### src/rtl/dir_pkg.sv
package dir_pkg;

    typedef enum logic [1:0] {
        LS_I = 2'd0,
        LS_S = 2'd1,
        LS_M = 2'd2
    } line_st_e;

    typedef enum logic {
        PH_IDLE = 1'b0,
        PH_WAIT = 1'b1
    } phase_e;

    localparam logic CMD_INV     = 1'b0;
    localparam logic CMD_FETCH   = 1'b1;
    localparam logic NAK_BUSY    = 1'b0;
    localparam logic NAK_BADHOME = 1'b1;

endpackage

### src/rtl/dir_addr_split.sv
module dir_addr_split #(
    parameter int LINE_W  = 4,
    parameter int HOME_W  = 2,
    parameter int HOME_ID = 1
) (
    input  logic [LINE_W+HOME_W-1:0] addr,
    output logic [LINE_W-1:0]        line,
    output logic                     home_ok
);
    // home field sits below the line index
    assign line    = addr[LINE_W+HOME_W-1:HOME_W];
    assign home_ok = (addr[HOME_W-1:0] == HOME_W'(HOME_ID));
endmodule

### src/rtl/dir_target_sel.sv
module dir_target_sel
    import dir_pkg::*;
#(
    parameter int NODES  = 4,
    parameter int NODE_W = 2
) (
    input  line_st_e          st,
    input  logic [NODES-1:0]  holders,
    input  logic [NODE_W-1:0] src,
    input  logic              excl,
    output logic [NODES-1:0]  targets,
    output logic              kind
);
    logic [NODES-1:0] others;

    assign others = holders & ~(NODES'(1) << src);

    always_comb begin
        targets = '0;
        kind    = CMD_INV;
        case (st)
            LS_S: begin
                if (excl) targets = others;
            end
            LS_M: begin
                targets = others;
                kind    = excl ? CMD_INV : CMD_FETCH;
            end
            default: begin
                targets = '0;
            end
        endcase
    end
endmodule

### src/rtl/dir_home_ctrl.sv
module dir_home_ctrl
    import dir_pkg::*;
#(
    parameter int NODES   = 4,
    parameter int LINES   = 16,
    parameter int HOME_W  = 2,
    parameter int DATA_W  = 8,
    parameter int HOME_ID = 1,
    localparam int NODE_W = $clog2(NODES),
    localparam int LINE_W = $clog2(LINES),
    localparam int ADDR_W = LINE_W + HOME_W
) (
    input  logic              clk,
    input  logic              rst_n,
    input  logic              req_valid,
    input  logic [NODE_W-1:0] req_src,
    input  logic              req_excl,
    input  logic [ADDR_W-1:0] req_addr,
    input  logic [NODES-1:0]  ack_valid,
    input  logic [DATA_W-1:0] ack_data,
    output logic              cmd_valid,
    output logic              cmd_kind,
    output logic [NODES-1:0]  cmd_mask,
    output logic [LINE_W-1:0] cmd_line,
    output logic              gnt_valid,
    output logic [NODE_W-1:0] gnt_dst,
    output logic              gnt_excl,
    output logic [DATA_W-1:0] gnt_data,
    output logic              nak_valid,
    output logic [NODE_W-1:0] nak_dst,
    output logic              nak_kind
);

    typedef struct packed {
        phase_e            phase;
        logic [NODES-1:0]  pend;
        logic [LINE_W-1:0] line;
        logic [NODE_W-1:0] src;
        logic              excl;
        logic              was_m;
        logic              gnt_v;
        logic [NODE_W-1:0] gnt_dst;
        logic              gnt_x;
        logic [DATA_W-1:0] gnt_d;
        logic              nak_v;
        logic [NODE_W-1:0] nak_dst;
        logic              nak_k;
        logic              cmd_v;
        logic              cmd_k;
        logic [NODES-1:0]  cmd_m;
        logic [LINE_W-1:0] cmd_l;
    } ctl_t;

    ctl_t              c_q, c_d;
    line_st_e          st_q  [LINES];
    line_st_e          st_d  [LINES];
    logic [NODES-1:0]  vec_q [LINES];
    logic [NODES-1:0]  vec_d [LINES];
    logic [DATA_W-1:0] mem_q [LINES];
    logic [DATA_W-1:0] mem_d [LINES];

    logic [LINE_W-1:0] req_line;
    logic              home_ok;
    logic [NODES-1:0]  tgt_mask;
    logic              tgt_kind;
    logic [NODES-1:0]  src_bit;
    logic [NODES-1:0]  owner_bit;
    logic [NODES-1:0]  pend_left;
    logic              pend_hit;

    dir_addr_split #(
        .LINE_W (LINE_W),
        .HOME_W (HOME_W),
        .HOME_ID(HOME_ID)
    ) split_i (
        .addr   (req_addr),
        .line   (req_line),
        .home_ok(home_ok)
    );

    dir_target_sel #(
        .NODES (NODES),
        .NODE_W(NODE_W)
    ) tsel_i (
        .st     (st_q[req_line]),
        .holders(vec_q[req_line]),
        .src    (req_src),
        .excl   (req_excl),
        .targets(tgt_mask),
        .kind   (tgt_kind)
    );

    assign src_bit   = NODES'(1) << req_src;
    assign owner_bit = NODES'(1) << c_q.src;
    assign pend_left = c_q.pend & ~ack_valid;
    assign pend_hit  = |(c_q.pend & ack_valid);

    always_comb begin
        c_d       = c_q;
        st_d      = st_q;
        vec_d     = vec_q;
        mem_d     = mem_q;
        c_d.gnt_v = 1'b0;
        c_d.nak_v = 1'b0;
        c_d.cmd_v = 1'b0;

        if (c_q.phase == PH_WAIT) begin
            // only acknowledgements from awaited nodes count
            c_d.pend = pend_left;
            if (c_q.was_m && pend_hit) mem_d[c_q.line] = ack_data;
            if (pend_left == '0) begin
                c_d.phase   = PH_IDLE;
                c_d.gnt_v   = 1'b1;
                c_d.gnt_dst = c_q.src;
                c_d.gnt_x   = c_q.excl;
                c_d.gnt_d   = mem_d[c_q.line];
                if (c_q.excl) begin
                    st_d[c_q.line]  = LS_M;
                    vec_d[c_q.line] = owner_bit;
                end else begin
                    st_d[c_q.line]  = LS_S;
                    vec_d[c_q.line] = vec_q[c_q.line] | owner_bit;
                end
            end
            if (req_valid) begin
                c_d.nak_v   = 1'b1;
                c_d.nak_dst = req_src;
                c_d.nak_k   = home_ok ? NAK_BUSY : NAK_BADHOME;
            end
        end else if (req_valid) begin
            if (!home_ok) begin
                c_d.nak_v   = 1'b1;
                c_d.nak_dst = req_src;
                c_d.nak_k   = NAK_BADHOME;
            end else if (tgt_mask == '0) begin
                c_d.gnt_v   = 1'b1;
                c_d.gnt_dst = req_src;
                c_d.gnt_d   = mem_q[req_line];
                if (st_q[req_line] == LS_M) begin
                    c_d.gnt_x = 1'b1;
                end else if (req_excl) begin
                    c_d.gnt_x       = 1'b1;
                    st_d[req_line]  = LS_M;
                    vec_d[req_line] = src_bit;
                end else begin
                    c_d.gnt_x       = 1'b0;
                    st_d[req_line]  = LS_S;
                    vec_d[req_line] = vec_q[req_line] | src_bit;
                end
            end else begin
                c_d.cmd_v = 1'b1;
                c_d.cmd_k = tgt_kind;
                c_d.cmd_m = tgt_mask;
                c_d.cmd_l = req_line;
                c_d.phase = PH_WAIT;
                c_d.pend  = tgt_mask;
                c_d.line  = req_line;
                c_d.src   = req_src;
                c_d.excl  = req_excl;
                c_d.was_m = (st_q[req_line] == LS_M);
            end
        end
    end

    always_ff @(posedge clk or negedge rst_n) begin
        if (!rst_n) begin
            c_q <= '0;
            for (int i = 0; i < LINES; i++) begin
                st_q[i]  <= LS_I;
                vec_q[i] <= '0;
                mem_q[i] <= DATA_W'(i);
            end
        end else begin
            c_q   <= c_d;
            st_q  <= st_d;
            vec_q <= vec_d;
            mem_q <= mem_d;
        end
    end

    assign cmd_valid = c_q.cmd_v;
    assign cmd_kind  = c_q.cmd_k;
    assign cmd_mask  = c_q.cmd_m;
    assign cmd_line  = c_q.cmd_l;
    assign gnt_valid = c_q.gnt_v;
    assign gnt_dst   = c_q.gnt_dst;
    assign gnt_excl  = c_q.gnt_x;
    assign gnt_data  = c_q.gnt_d;
    assign nak_valid = c_q.nak_v;
    assign nak_dst   = c_q.nak_dst;
    assign nak_kind  = c_q.nak_k;

endmodule

### config.mk
export PLATFORM = sky130hd
export DESIGN_NAME = dir_home_ctrl
export DESIGN_NICKNAME = d
export VERILOG_FILES = /design/src/rtl/dir_pkg.sv /design/src/rtl/dir_addr_split.sv /design/src/rtl/dir_target_sel.sv /design/src/rtl/dir_home_ctrl.sv
export SDC_FILE = /design/constraint.sdc
export NUM_CORES = 1
export LEC_CHECK = 0
export BUFFER_PORTS_ARGS = -buffer_cell sky130_fd_sc_hd__buf_2
export CAP_MARGIN = 40
export CORE_ASPECT_RATIO = 0.5
export CORE_MARGIN = 8
export CORE_UTILIZATION = 60
export DETAILED_ROUTE_END_ITERATION = 10
export HOLD_SLACK_MARGIN = 0.05
export PLACE_DENSITY = 0.77
export SLEW_MARGIN = 0
export SYNTH_ARGS = -nofsm -noshare
export SYNTH_HDL_FRONTEND = slang
export SYNTH_HIERARCHICAL = 1
export SYNTH_SLANG_ARGS = --single-unit
### constraint.sdc
create_clock -name clk -period 4.77 [get_ports clk]
set_input_delay 0.954 -clock clk [delete_from_list [all_inputs] [get_ports clk]]
set_output_delay 0.954 -clock clk [all_outputs]
set_load 0.005 [all_outputs]
==> results.md, run 1 <==
Timing:
- The measured slew at the worst slew-check pin is 0.882 ns.
- Setup violations remaining at the end of the flow were counted as 0.
- The maximum clock frequency is 0.234 GHz.
- The fraction of the cycle the final worst path needs is 0.895.
- The clock period could shrink to 4.27 ns.
- The worst path setup slack after routing is 0.501 ns.
- The final max-slew violation count is 0.
- The worst slew margin relative to its limit is 0.412.
- The worst clock skew on the final layout is 0.0168 ns.
- Setup repair after global routing left no endpoint under its margin.
- The count of endpoints failing hold in the final timing report is 0.
- Setup total negative slack on the finished layout was measured at 0 ns.

Floorplanning:
- The die span in x is 241 um.
- The die is 128 um tall.
- The floorplan step defined a die boundary enclosing 31,000 um2.
- The initial core utilization is 0.606.
- For this design the top-level I/O count stands at 50.
- The total area inside the core boundary comes to 25,000 um2.
- The initialized floorplan defines 41 standard-cell rows.

Critical path:
- The critical path class is in2reg.
- On the critical path the largest part of the delay comes from compound AO/OA/AOI/OAI gates.
- The worst setup path is launched from a primary input.
- On the worst path, the slowest cell contributes a delay of 0.56 ns.
- Counting stages on the worst path, the most repeated cell is sky130_fd_sc_hd__nor2b_1.
- The maximum fanout along the worst path is 28.
- The critical path contains buffers and inverters numbering 3 combined.
- The required arrival time at the worst endpoint is 5.20 ns.
- The signal on the critical path passes through buf_2 > nor2b_1 > a22oi_1 > nand2_1 > o21ai_0 > inv_1 > ha_1 > a21oi_2 > nor3_1 > or4_1 > nor2b_1 > o211ai_1 > buf_4 > o21bai_2 > a21o_1.
- The critical path crosses 15 cells after its start point.
- For the worst setup path, the data arrival time is 4.70 ns.
- The slowest library cell on the worst path is sky130_fd_sc_hd__or4_1.
- The number of cells on the worst reg-to-reg path is 13.
- STA classifies the critical path endpoint as a register.

Clock tree:
- Counting the buffers created by CTS gives 24.
- In this run the number of H-tree levels came out at 1.
- In this run the post-CTS setup repair buffer count came out at 0.
- The clock sink total is 259.
- The clock tree root buffer cell is sky130_fd_sc_hd__clkbuf_16.
- Gates resized during post-CTS repair numbered 0.
- After clock tree synthesis, the clock-pin slew on the worst setup and hold paths is 0.07 ns.
- The TritonCTS clock tree is done.
- The later pin in the worst-skew pair is clocked with a latency of 0.55 ns.
- The number of buffers inserted for hold repair after clock tree synthesis is 0.
- The number of buffers on the longest clock path is 3.

Global routing:
- The first-pass GRT wire length is 73,300 um.
- Entering global routing, the biggest net connects 109 pins.
- The number of antenna violations at the first check in global routing is 1.
- The via count of the first global-routing pass is 12,200.
- The remaining global-route overflow is 0.
- In the global route stage, overall resource usage came out at 0.307.

Place:
- The worst setup timing slack at the placement stage is 0.119 ns.
- The half-perimeter wire length after placement is 32,100 um.
- The congestion estimate from routability-driven global placement came to 0.990.
- During placement, the flow inserted port buffers numbering 49.
- The instance area at placement is 15,600 um2.

Cells and area:
- Relative to the synthesized area, the layout overhead comes to 8.16%.
- In the final layout, the share of cells above drive strength 1 is 0.295.
- The post-route cell area is 16,400 um2.
- The final net count is 1,376.
- For this run, the share of the core covered by cells in the final layout is 0.656.

Power:
- The areal power density over the cells is 499 nW/um2.
- For this design the static power due to leakage is 7.11 nW.
- The worst ir drop on vdd is 0.320 mV.

Route:
- The DRC violations left is 0.
- The total number of vias is 12,700.
- The detail route stage leaves a number of antenna-violating nets equal to 0.
- The average via count per standard cell is 7.40.
- The mean routed wirelength per cell is 28.0 um.
- The DRC marker count from the first detailed-route iteration is 2,030.
- For this run, the detailed router's first-pass iteration total came to 9.
- The aggregate routed wire length is 47,900 um.

Yosys:
- The share of async-settable or async-resettable flops after synthesis is 1.00.
- Of the post-synthesis cell area, the dominant cell type holds 0.374.
- The Yosys step of the flow raised 6 warnings.
- Of all cell types, the one taking the most synthesized area is sky130_fd_sc_hd__dfrtp_1.
- The synthesized area per cell is 11.3 um2.
- The portion of the post-synthesis area used by sequential elements is 0.430.
- The count of flip-flops with a built-in enable after synthesis is 0.
- In the post-synthesis netlist, the biggest area contributors are sky130_fd_sc_hd__dfrtp_1, sky130_fd_sc_hd__mux4_2, sky130_fd_sc_hd__mux2_2.
- In the post-synthesis netlist, the cell with the most instances is sky130_fd_sc_hd__dfrtp_1.
- In this run, distinct cell masters in the synthesized netlist total 67.
- The most common flop cell mapped by yosys is sky130_fd_sc_hd__dfrtp_1.
- The count of state elements after synthesis is 259.
- After synthesis, the most frequently instantiated cells are sky130_fd_sc_hd__dfrtp_1, sky130_fd_sc_hd__mux2_2, sky130_fd_sc_hd__nand2_1.
- Summing every instance area after synthesis gives 15,200 um2.
- Synthesis produced 1,346 cells.
- The number of nets produced by synthesis is 1,372.

Worst hold path:
- The worst hold path belongs to the class in2async.

Outcome:
- The flow ran to the end, and the final reports show no timing, DRC or antenna violations.

Run:
- Across the run, the number of max-cap violations was 0.
-- cells in the final DEF, fill, tap and decap left out, types with 8 or more instances in the layout --
master	netlist	layout
sky130_fd_sc_hd__nor2_1	67	67
sky130_fd_sc_hd__mux2_2	136	136
sky130_fd_sc_hd__mux4_2	70	70
sky130_fd_sc_hd__clkbuf_16	0	24
sky130_fd_sc_hd__o21ai_0	38	38
sky130_fd_sc_hd__nand2b_1	14	14
sky130_fd_sc_hd__dfstp_2	32	32
sky130_fd_sc_hd__o21bai_2	16	16
sky130_fd_sc_hd__a22oi_1	101	101
sky130_fd_sc_hd__nor2b_1	17	17
sky130_fd_sc_hd__mux2i_1	52	52
sky130_fd_sc_hd__buf_4	35	43
sky130_fd_sc_hd__buf_2	23	47
sky130_fd_sc_hd__nand3_1	12	12
sky130_fd_sc_hd__o2bb2ai_1	74	74
sky130_fd_sc_hd__a21oi_1	66	66
sky130_fd_sc_hd__inv_1	21	21
sky130_fd_sc_hd__dfrtp_1	227	225
sky130_fd_sc_hd__o211ai_1	8	8
sky130_fd_sc_hd__o22ai_1	19	19
sky130_fd_sc_hd__nand2_1	123	123
sky130_fd_sc_hd__a221oi_1	13	13
sky130_fd_sc_hd__o31ai_1	8	8
sky130_fd_sc_hd__a21o_1	12	12
-- final timing paths --
check                            start    endpoint  slack (ns)
setup / recovery           req_addr[5]    register        0.50
setup reg to reg              register    register        0.94
hold reg to reg             nak_dst[0]  nak_dst[0]        0.49
max in group asynchronous        rst_n   mem_q[23]        3.18
hold / removal                   rst_n   mem_q[29]        0.42
min in group clk            nak_dst[0]  nak_dst[0]        0.49
-- power by group --
group	internal (mW)	leakage [nW]	switching (mW)
Combinational	1.20	3.34	1.82
Clock	1.14	0.390	0.888
Sequential	2.63	3.38	0.523
Total	4.96	7.11	3.23
-- per-layer routing --
layer,vias up,wire [um],global-route usage
met5,-,0,0
met4,0,2180,0.132
met3,178,5880,0.0798
met2,930,20900,0.457
met1,6388,18900,0.424
li1,5166,-,-
-- layout make-up --
class / instances / area, um2
clock inverter: 6 / 93.8
inverter: 24 / 90.1
timing repair buffer: 94 / 619
tap: 344 / 430
clock buffer: 37 / 709
sequential: 259 / 6520
fill: 1995 / 8620
multi-input combinational: 947 / 7950
antenna: 1 / 2.50
-- logic make-up after synthesis --
logic type,after synthesis,share of synthesized area
fa+ha+maj,2,0.00165
compound gates,405,0.195
buf+inv,140,0.0477
simple gates,282,0.0867
flops,259,0.430
mux,258,0.239
-- through the flow --
stage	hold slack [ns]	cells	total power [mW]
after floorplan	0.444	1346	5.06
after global placement	0.453	1665	5.98
after detailed placement	0.467	1668	6.06
after CTS	0.483	1711	8.09
after global routing	0.500	1712	8.49
final	0.421	1712	8.19
Note: power is estimated with default switching activity, not from simulation.
==> run 2: changes to the inputs <==
Settings changed: BUFFER_PORTS_ARGS -buffer_cell sky130_fd_sc_hd__buf_2 to not set, DONT_BUFFER_PORTS set to 1, PLACE_DENSITY 0.77 to 0.76.
==> run 2 against run 1 <==
Net effect:
- combinational power fell by 11%
- maximum frequency rose by 10%
- global-route usage fell by 0.66 points
- sequential share of layout area rose by 0.97 points
- clock skew rose by 0.0099 ns
- utilization fell by 1.6 points
- largest cell class unchanged
- count of clock-buffer cells in the layout fell by 2
==> results.md, run 2 (synthesis gave the netlist of run 1 again) <==
Timing:
- The worst path setup slack after routing is 0.893 ns (+0.392 ns).
- The final setup violation count is 0 (unchanged).
- The worst slew margin relative to its limit is 0.374 (-0.0378).
- The fraction of the cycle the final worst path needs is 0.813 (-0.0822).
- The maximum clock frequency is 0.258 GHz (+10%).
- The worst clock skew on the final layout is 0.0267 ns (+0.00986 ns).
- The minimum clock period after layout was 3.88 ns (-0.392 ns).
- The count of endpoints failing hold in the final timing report is 0 (unchanged).
- The total negative slack was 0 ns (unchanged).
- The measured slew at the worst slew-check pin is 0.939 ns (+0.0567 ns).
- Setup repair after global routing left no endpoint under its margin.
- The final max-slew violation count is 0 (unchanged).

Global routing:
- The largest net degree at the start of global routing is 260 (+140%).
- The number of antenna violations at the first check in global routing was 0 (-1).
- The first-pass GRT wire length is 72,000 um (-1.7%).
- The combined global-route utilization of all metal layers is 0.300 (-0.00664).
- The via count of the first global-routing pass is 12,100 (-0.91%).
- The remaining global-route overflow was 0 (unchanged).

Route:
- The DRC marker count from the first detailed-route iteration is 1,923 (-5.3%).
- The aggregate routed wire length is 46,700 um (-2.4%).
- The total number of vias came to 12,200 (-3.3%).
- The average via count per standard cell is 7.48 (+1.1%).
- The mean routed wirelength per cell is 28.5 um (+2.1%).
- The antenna violation net count after detailed routing is 0 (unchanged).
- The number of optimization iterations in the first detailed-route pass was 9 (unchanged).
- The DRC violations left was 0 (unchanged).

Cells and area:
- The number of fillers in the final layout is 1,932 (-3.2%).
- The commonest non-fill, non-tap cell in the layout is sky130_fd_sc_hd__dfrtp_1.
- The final net count came to 1,301 (-5.5%).
- The total inserted antenna cells was 0 (-1).
- From synthesis to final layout, the design area changed by 5.57%.
- In the layout the commonest cells are sky130_fd_sc_hd__dfrtp_1, sky130_fd_sc_hd__mux2_2, sky130_fd_sc_hd__nand2_1.
- The share of final-layout standard cells stronger than drive strength 1 came to 0.257 (-0.0380).

Critical path:
- STA classifies the critical path startpoint as a primary input.
- The required arrival time at the worst endpoint was 5.17 ns (-0.03 ns).
- The arrival time of data at the critical path endpoint is 4.28 ns (-0.42 ns).
- On the critical path, the stage with the largest delay is an instance of sky130_fd_sc_hd__or4_1.
- The critical path class is in2reg.
- The largest stage delay on the critical path is 0.59 ns (+0.03 ns).
- STA classifies the critical path endpoint as a register.
- The maximum fanout along the worst path is 101 (+260%).
- Traced cell by cell, the critical path runs through mux4_2 > mux2_2 > nor2_1 > a21oi_1 > ha_1 > a21oi_2 > nor4b_1 > or4_1 > nor2b_1 > o211ai_1 > buf_12 > o21bai_2 > o2bb2ai_1.

Clock tree:
- The number of CTS-inserted buffers came to 24 (unchanged).
- The number of buffers inserted for hold repair after clock tree synthesis is 0 (unchanged).
- The clock sink total is 259 (unchanged).
- The clock network latency to the later pin of the worst-skew pair is 0.56 ns (about the same).
- TritonCTS built the clock tree.
- The clock edge transition at the registers on the reported setup and hold paths is 0.06 ns (about the same).
- The number of post-CTS setup repair buffers is 0 (unchanged).
- The post-cts repair resize count is 0 (unchanged).
- The tree is rooted in a sky130_fd_sc_hd__clkbuf_16.
- The number of buffers on the longest clock path is 3 (unchanged).
- The CTS H-tree depth is 1 (unchanged).

Floorplanning:
- The initial core utilization is 0.606 (unchanged).
- The die span in x is 241 um (unchanged).
- The overall die height is 128 um (unchanged).
- The core footprint is 25,000 um2 (unchanged).
- The count of pins on the block boundary is 50 (unchanged).
- The area of the die is 31,000 um2 (unchanged).
- The number of cell rows was 41 (unchanged).

Outcome:
- The flow ran to the end, and the final reports show no timing, DRC or antenna violations.

Power:
- The leakage power total is 6.80 nW (-4.4%).
- The areal power density over the cells was 500 nW/um2 (+0.15%).
- The worst ir drop on vdd is 0.320 mV (about the same).

Place:
- The half-perimeter wire length after placement is 30,500 um (-4.9%).
- The worst setup timing slack at the placement stage was 0.429 ns (+0.310 ns).
- The number of buffers inserted by port buffering came to 0 (-100%).
- The weighted congestion reported at the end of routability-driven placement is 0.972 (-1.9%).

Run:
- The max capacitance violation total came to 0 (unchanged).

Worst hold path:
- The tightest min-delay check is of the in2async type.
run 2: final timing paths:
check / depth (start not counted) / start / slack (ns) / to
worst max register to register: 13 / register / 0.95 / register
max in group asynchronous: 0 / rst_n / 4.04 / vec_q[50]
worst min register to register: 1 / register / 0.50 / register
worst max-delay path: 13 / req_addr[3] / 0.89 / register
worst min-delay path: 0 / rst_n / 0.1 / mem_q[77]
min in group clk: 1 / register / 0.50 / register
run 2: layout make-up:
| class | instances | area [um2] | share of cell area |
|---|---|---|---|
| Multi-Input combinational cell | 947 | 7960 | 0.496 |
| Inverter | 24 | 90.1 | 0.00562 |
| Clock buffer | 35 | 692 | 0.0432 |
| Sequential cell | 259 | 6520 | 0.407 |
| Clock inverter | 9 | 159 | 0.00992 |
| Tap cell | 344 | 430 | 0.0269 |
| Timing Repair Buffer | 19 | 174 | 0.0109 |
run 2: where the power goes:
part	internal [mW]	total (mW)	leakage (nW)	switching [mW]
combinational	1.10	2.70	3.00	1.60
sequential	2.63	3.21	3.38	0.578
clock	1.23	2.10	0.414	0.873
total	4.96	8.01	6.80	3.05
run 2: layer usage:
metal	up-vias	GRT usage	routed length, um
li1	5027	-	-
met1	6132	0.403	17800
met2	889	0.456	20900
met3	194	0.0888	6040
met4	0	0.121	2020
met5	-	0	0
run 2: critical path, delay by kind of cell:
kind,cells,cell delay [ns]
and+or+nand+nor,4,0.97
AOI/OAI and AO/OA,5,0.94
muxes,2,0.82
buffers and inverters,1,0.29
adders and majority gates,1,0.23
run 2: per-stage QoR:
stage                     hold WS (ns)  power, mW  cells  cell area (um2)   util
final                           0.0955       8.01   1637            16000  0.640
after detailed placement         0.478       5.81   1593            15200  0.606
after CTS                       0.0841       7.90   1637            16000  0.640
after global routing            0.0789       8.28   1637            16000  0.640
after floorplan                  0.444       5.06   1346            15200      -
after global placement           0.458       5.71   1589            15100  0.604
==> run 3: changes to the inputs <==
Settings changed: CORE_UTILIZATION 60 to 58.
Clock period 4.77 ns to 3.4 ns, I/O delays scaled along.
==> run 3 against run 2 <==
Net effect:
- critical path type is now reg2reg
- combinational power up 67%
- die area up 3.1%
- worst hold slack worse by 0.27 ns
- non-clock buffer count up 74
- clock skew is 0.0052 ns lower
- clock power is 38% higher
- flip-flop and latch count unchanged
- global-route usage barely moved
- final cell count up 4.5%
- the run now ends with negative hold slack, negative setup slack left
- sequential power is 40% higher
- routed wire length up 4.0%
==> results.md, run 3 (synthesis gave the netlist of run 1 again) <==
Floorplanning:
- The area of the die is 31,900 um2 (+3.1%).
- The count of pins on the block boundary came to 50 (unchanged).
- The die span in x was 245 um (+1.6%).
- The core footprint came to 25,400 um2 (+1.6%).
- The initial core utilization is 0.597 (-0.00978).
- The number of cell rows is 41 (unchanged).
- The overall die height is 130 um (+1.5%).

Route:
- The mean routed wirelength per cell came to 28.4 um (-0.49%).
- The aggregate routed wire length is 48,600 um (+4.0%).
- The DRC marker count from the first detailed-route iteration is 1,961 (+2.0%).
- The average via count per standard cell is 7.25 (-3.1%).
- The antenna violation net count after detailed routing came to 0 (unchanged).
- The DRC violations left is 0 (unchanged).
- The total number of vias is 12,400 (+1.3%).
- The number of optimization iterations in the first detailed-route pass is 6 (-3).

Global routing:
- The largest net degree at the start of global routing is 260 (unchanged).
- The via count of the first global-routing pass is 12,500 (+3.5%).
- The number of antenna violations at the first check in global routing is 0 (unchanged).
- The first-pass GRT wire length was 74,300 um (+3.2%).
- The combined global-route utilization of all metal layers is 0.300 (about the same).
- The remaining global-route overflow is 0 (unchanged).

Cells and area:
- The total inserted antenna cells came to 0 (unchanged).
- The post-route cell area came to 17,100 um2 (+6.8%).
- The final non-filler cell total is 1,711 (+4.5%).
- The number of fillers in the final layout was 1,835 (-5.0%).
- The area of the multi-input gates was 8530 um2 (+7.2%).
- The area growth from synthesis to layout is 12.8%.
- The sequential standard cell area came to 6530 um2 (about the same).
- The core utilization of the finished layout is 0.673 (+0.0327).
- Leaving out fill and tap cells, the most frequent cell in the layout is sky130_fd_sc_hd__dfrtp_1.
- The final net count is 1,375 (+5.7%).
- In the layout the commonest cells are sky130_fd_sc_hd__dfrtp_1, sky130_fd_sc_hd__mux2_2, sky130_fd_sc_hd__nand2_1.
- The share of final-layout standard cells stronger than drive strength 1 is 0.350 (+0.0936).

Clock tree:
- The CTS H-tree depth was 1 (unchanged).
- The cell sitting at the root of the clock tree is a sky130_fd_sc_hd__clkbuf_16.
- The TritonCTS clock tree is done.
- The number of buffers on the longest clock path is 3 (unchanged).
- The number of CTS-inserted buffers is 24 (unchanged).
- The clock network latency to the later pin of the worst-skew pair is 0.57 ns (about the same).
- The clock sink total was 259 (unchanged).
- The clock edge transition at the registers on the reported setup and hold paths is 0.07 ns (about the same).

Place:
- The weighted congestion reported at the end of routability-driven placement was 0.937 (-3.6%).
- The number of buffers inserted by port buffering came to 0 (unchanged).
- The instance area at placement is 15,800 um2 (+4.2%).
- The half-perimeter wire length after placement came to 31,800 um (+4.1%).
- The number of placed cells counting well taps is 1,660 (+4.2%).

Timing:
- The worst hold-check slack was -0.172 ns (-0.268 ns).
- The worst path setup slack after routing is -0.0876 ns (-0.981 ns).
- The worst slew margin relative to its limit is 0.361 (-0.0128).
- Setup repair after global routing could not meet its margin everywhere.
- The final max-slew violation count was 0 (unchanged).
- The total negative slack is -5.17 ns (-5.17 ns).
- The count of endpoints failing hold in the final timing report is 227 (+227).
- Dividing the final minimum period by the clock period gives 1.03.
- The smallest clock period supported by the final layout is computed as 3.49 ns.
- The final setup violation count is 94 (+94).
- Derived from the worst setup path, the maximum achievable clock frequency is 0.287 GHz.
- The worst clock skew on the final layout is 0.0215 ns (-0.00521 ns).
- The measured slew at the worst slew-check pin is 0.951 ns (+0.0120 ns).

Outcome:
- The checks that failed: negative hold slack, negative setup slack.
- The run finished, with violations left.

Worst hold path:
- The class of the most critical hold timing path is in2async.

Power:
- The leakage power total is 7.21 nW (+6.1%).
- The sequential share of power came to 0.377 (-0.023).
- The internal power contribution is 7.35 mW (+48%).
- The share of power burned in combinational logic is 0.379 (+0.041).
- The fraction of power consumed by the clock network is 0.244 (-0.018).
- The areal power density over the cells is 695 nW/um2 (+39%).
- The worst ir drop on vdd is 0.396 mV (+24%).
- The switching power of the nets was 4.55 mW (+49%).
- The net switching fraction of the power was 0.383 (+0.00178).

Critical path:
- The largest stage delay on the critical path was 0.56 ns (-0.03 ns).
- STA classifies the critical path endpoint as a register.
- The arrival time of data at the critical path endpoint is 3.93 ns (-0.35 ns).
- The required arrival time at the worst endpoint is 3.85 ns (-1.32 ns).
- The critical path class is reg2reg.
- The slowest library cell on the worst path is sky130_fd_sc_hd__or4_4.
- STA classifies the critical path startpoint as a register.
- The maximum fanout along the worst path is 10 (-90%).
- The critical path goes through mux4_2 > mux2_4 > nor2_4 > a21oi_2 > ha_2 > a21oi_4 > nor3_2 > or4_4 > nor2b_4 > o211ai_1 > buf_4 > buf_6 > o21bai_4 > a21o_1.

Run:
- The max capacitance violation total is 0 (unchanged).
-- run 3: per-stage QoR --
step | hold WS [ns] | total power [mW] | setup WS, ns
after floorplan | 0.384 | 7.20 | -0.295
after global placement | 0.398 | 8.38 | -0.289
after detailed placement | 0.398 | 8.49 | -0.373
after CTS | -0.180 | 11.5 | -0.00529
after global routing | -0.184 | 12.3 | -0.135
final | -0.172 | 11.9 | -0.0876
-- run 3: layer usage --
layer / GRT usage / share of wire / vias to the layer above
li1: - / - / 5166
met1: 0.398 / 0.39 / 6242
met2: 0.460 / 0.45 / 825
met3: 0.0920 / 0.13 / 172
met4: 0.122 / 0.042 / 0
met5: 0 / 0 / -
-- run 3: final cells by class --
type,instances,area share
Clock buffer,37,0.0409
Multi-Input combinational cell,947,0.498
Tap cell,344,0.0251
Inverter,24,0.00526
Timing Repair Buffer,93,0.0422
Sequential cell,259,0.381
Clock inverter,7,0.00709
-- run 3: what timing repair did --
item,4_1_cts,5_1_grt
setup endpoints to repair,66,103
cloned,1,0
setup buffers,4,2
gates resized for setup,37,48
endpoints found under the hold margin,251,240
pin swaps,4,13
-- run 3: power by group through the flow --
stage	clock (mW)	combinational [mW]	sequential, mW
floorplan	0	3.17	4.03
global placement	0	3.95	4.43
detailed placement	0	4.04	4.45
CTS	2.91	4.21	4.42
global route	3.04	4.73	4.54
finish	2.90	4.51	4.49
-- run 3: path summary, 6_finish.rpt --
path,from,endpoint,slack (ns),cells past startpoint
setup / recovery,register,register,-0.09,14
hold / removal,rst_n,vec_q[37],-0.17,0
setup reg to reg,register,register,-0.09,14
hold reg to reg,register,register,0.49,1
max in group asynchronous,rst_n,mem_q[27],3.17,0
min in group clk,req_src[1],nak_dst[1],0.25,2
-- run 3: critical path, delay by kind of cell (launching register included) --
kind                     cells  cell delay, ns
AO/OA/AOI/OAI                5            0.76
flip-flops                   1            0.44
AND/OR/NAND/NOR              4            0.86
adder cells (fa/ha/maj)      1            0.18
multiplexers                 2            0.79
buffers and inverters        2            0.33
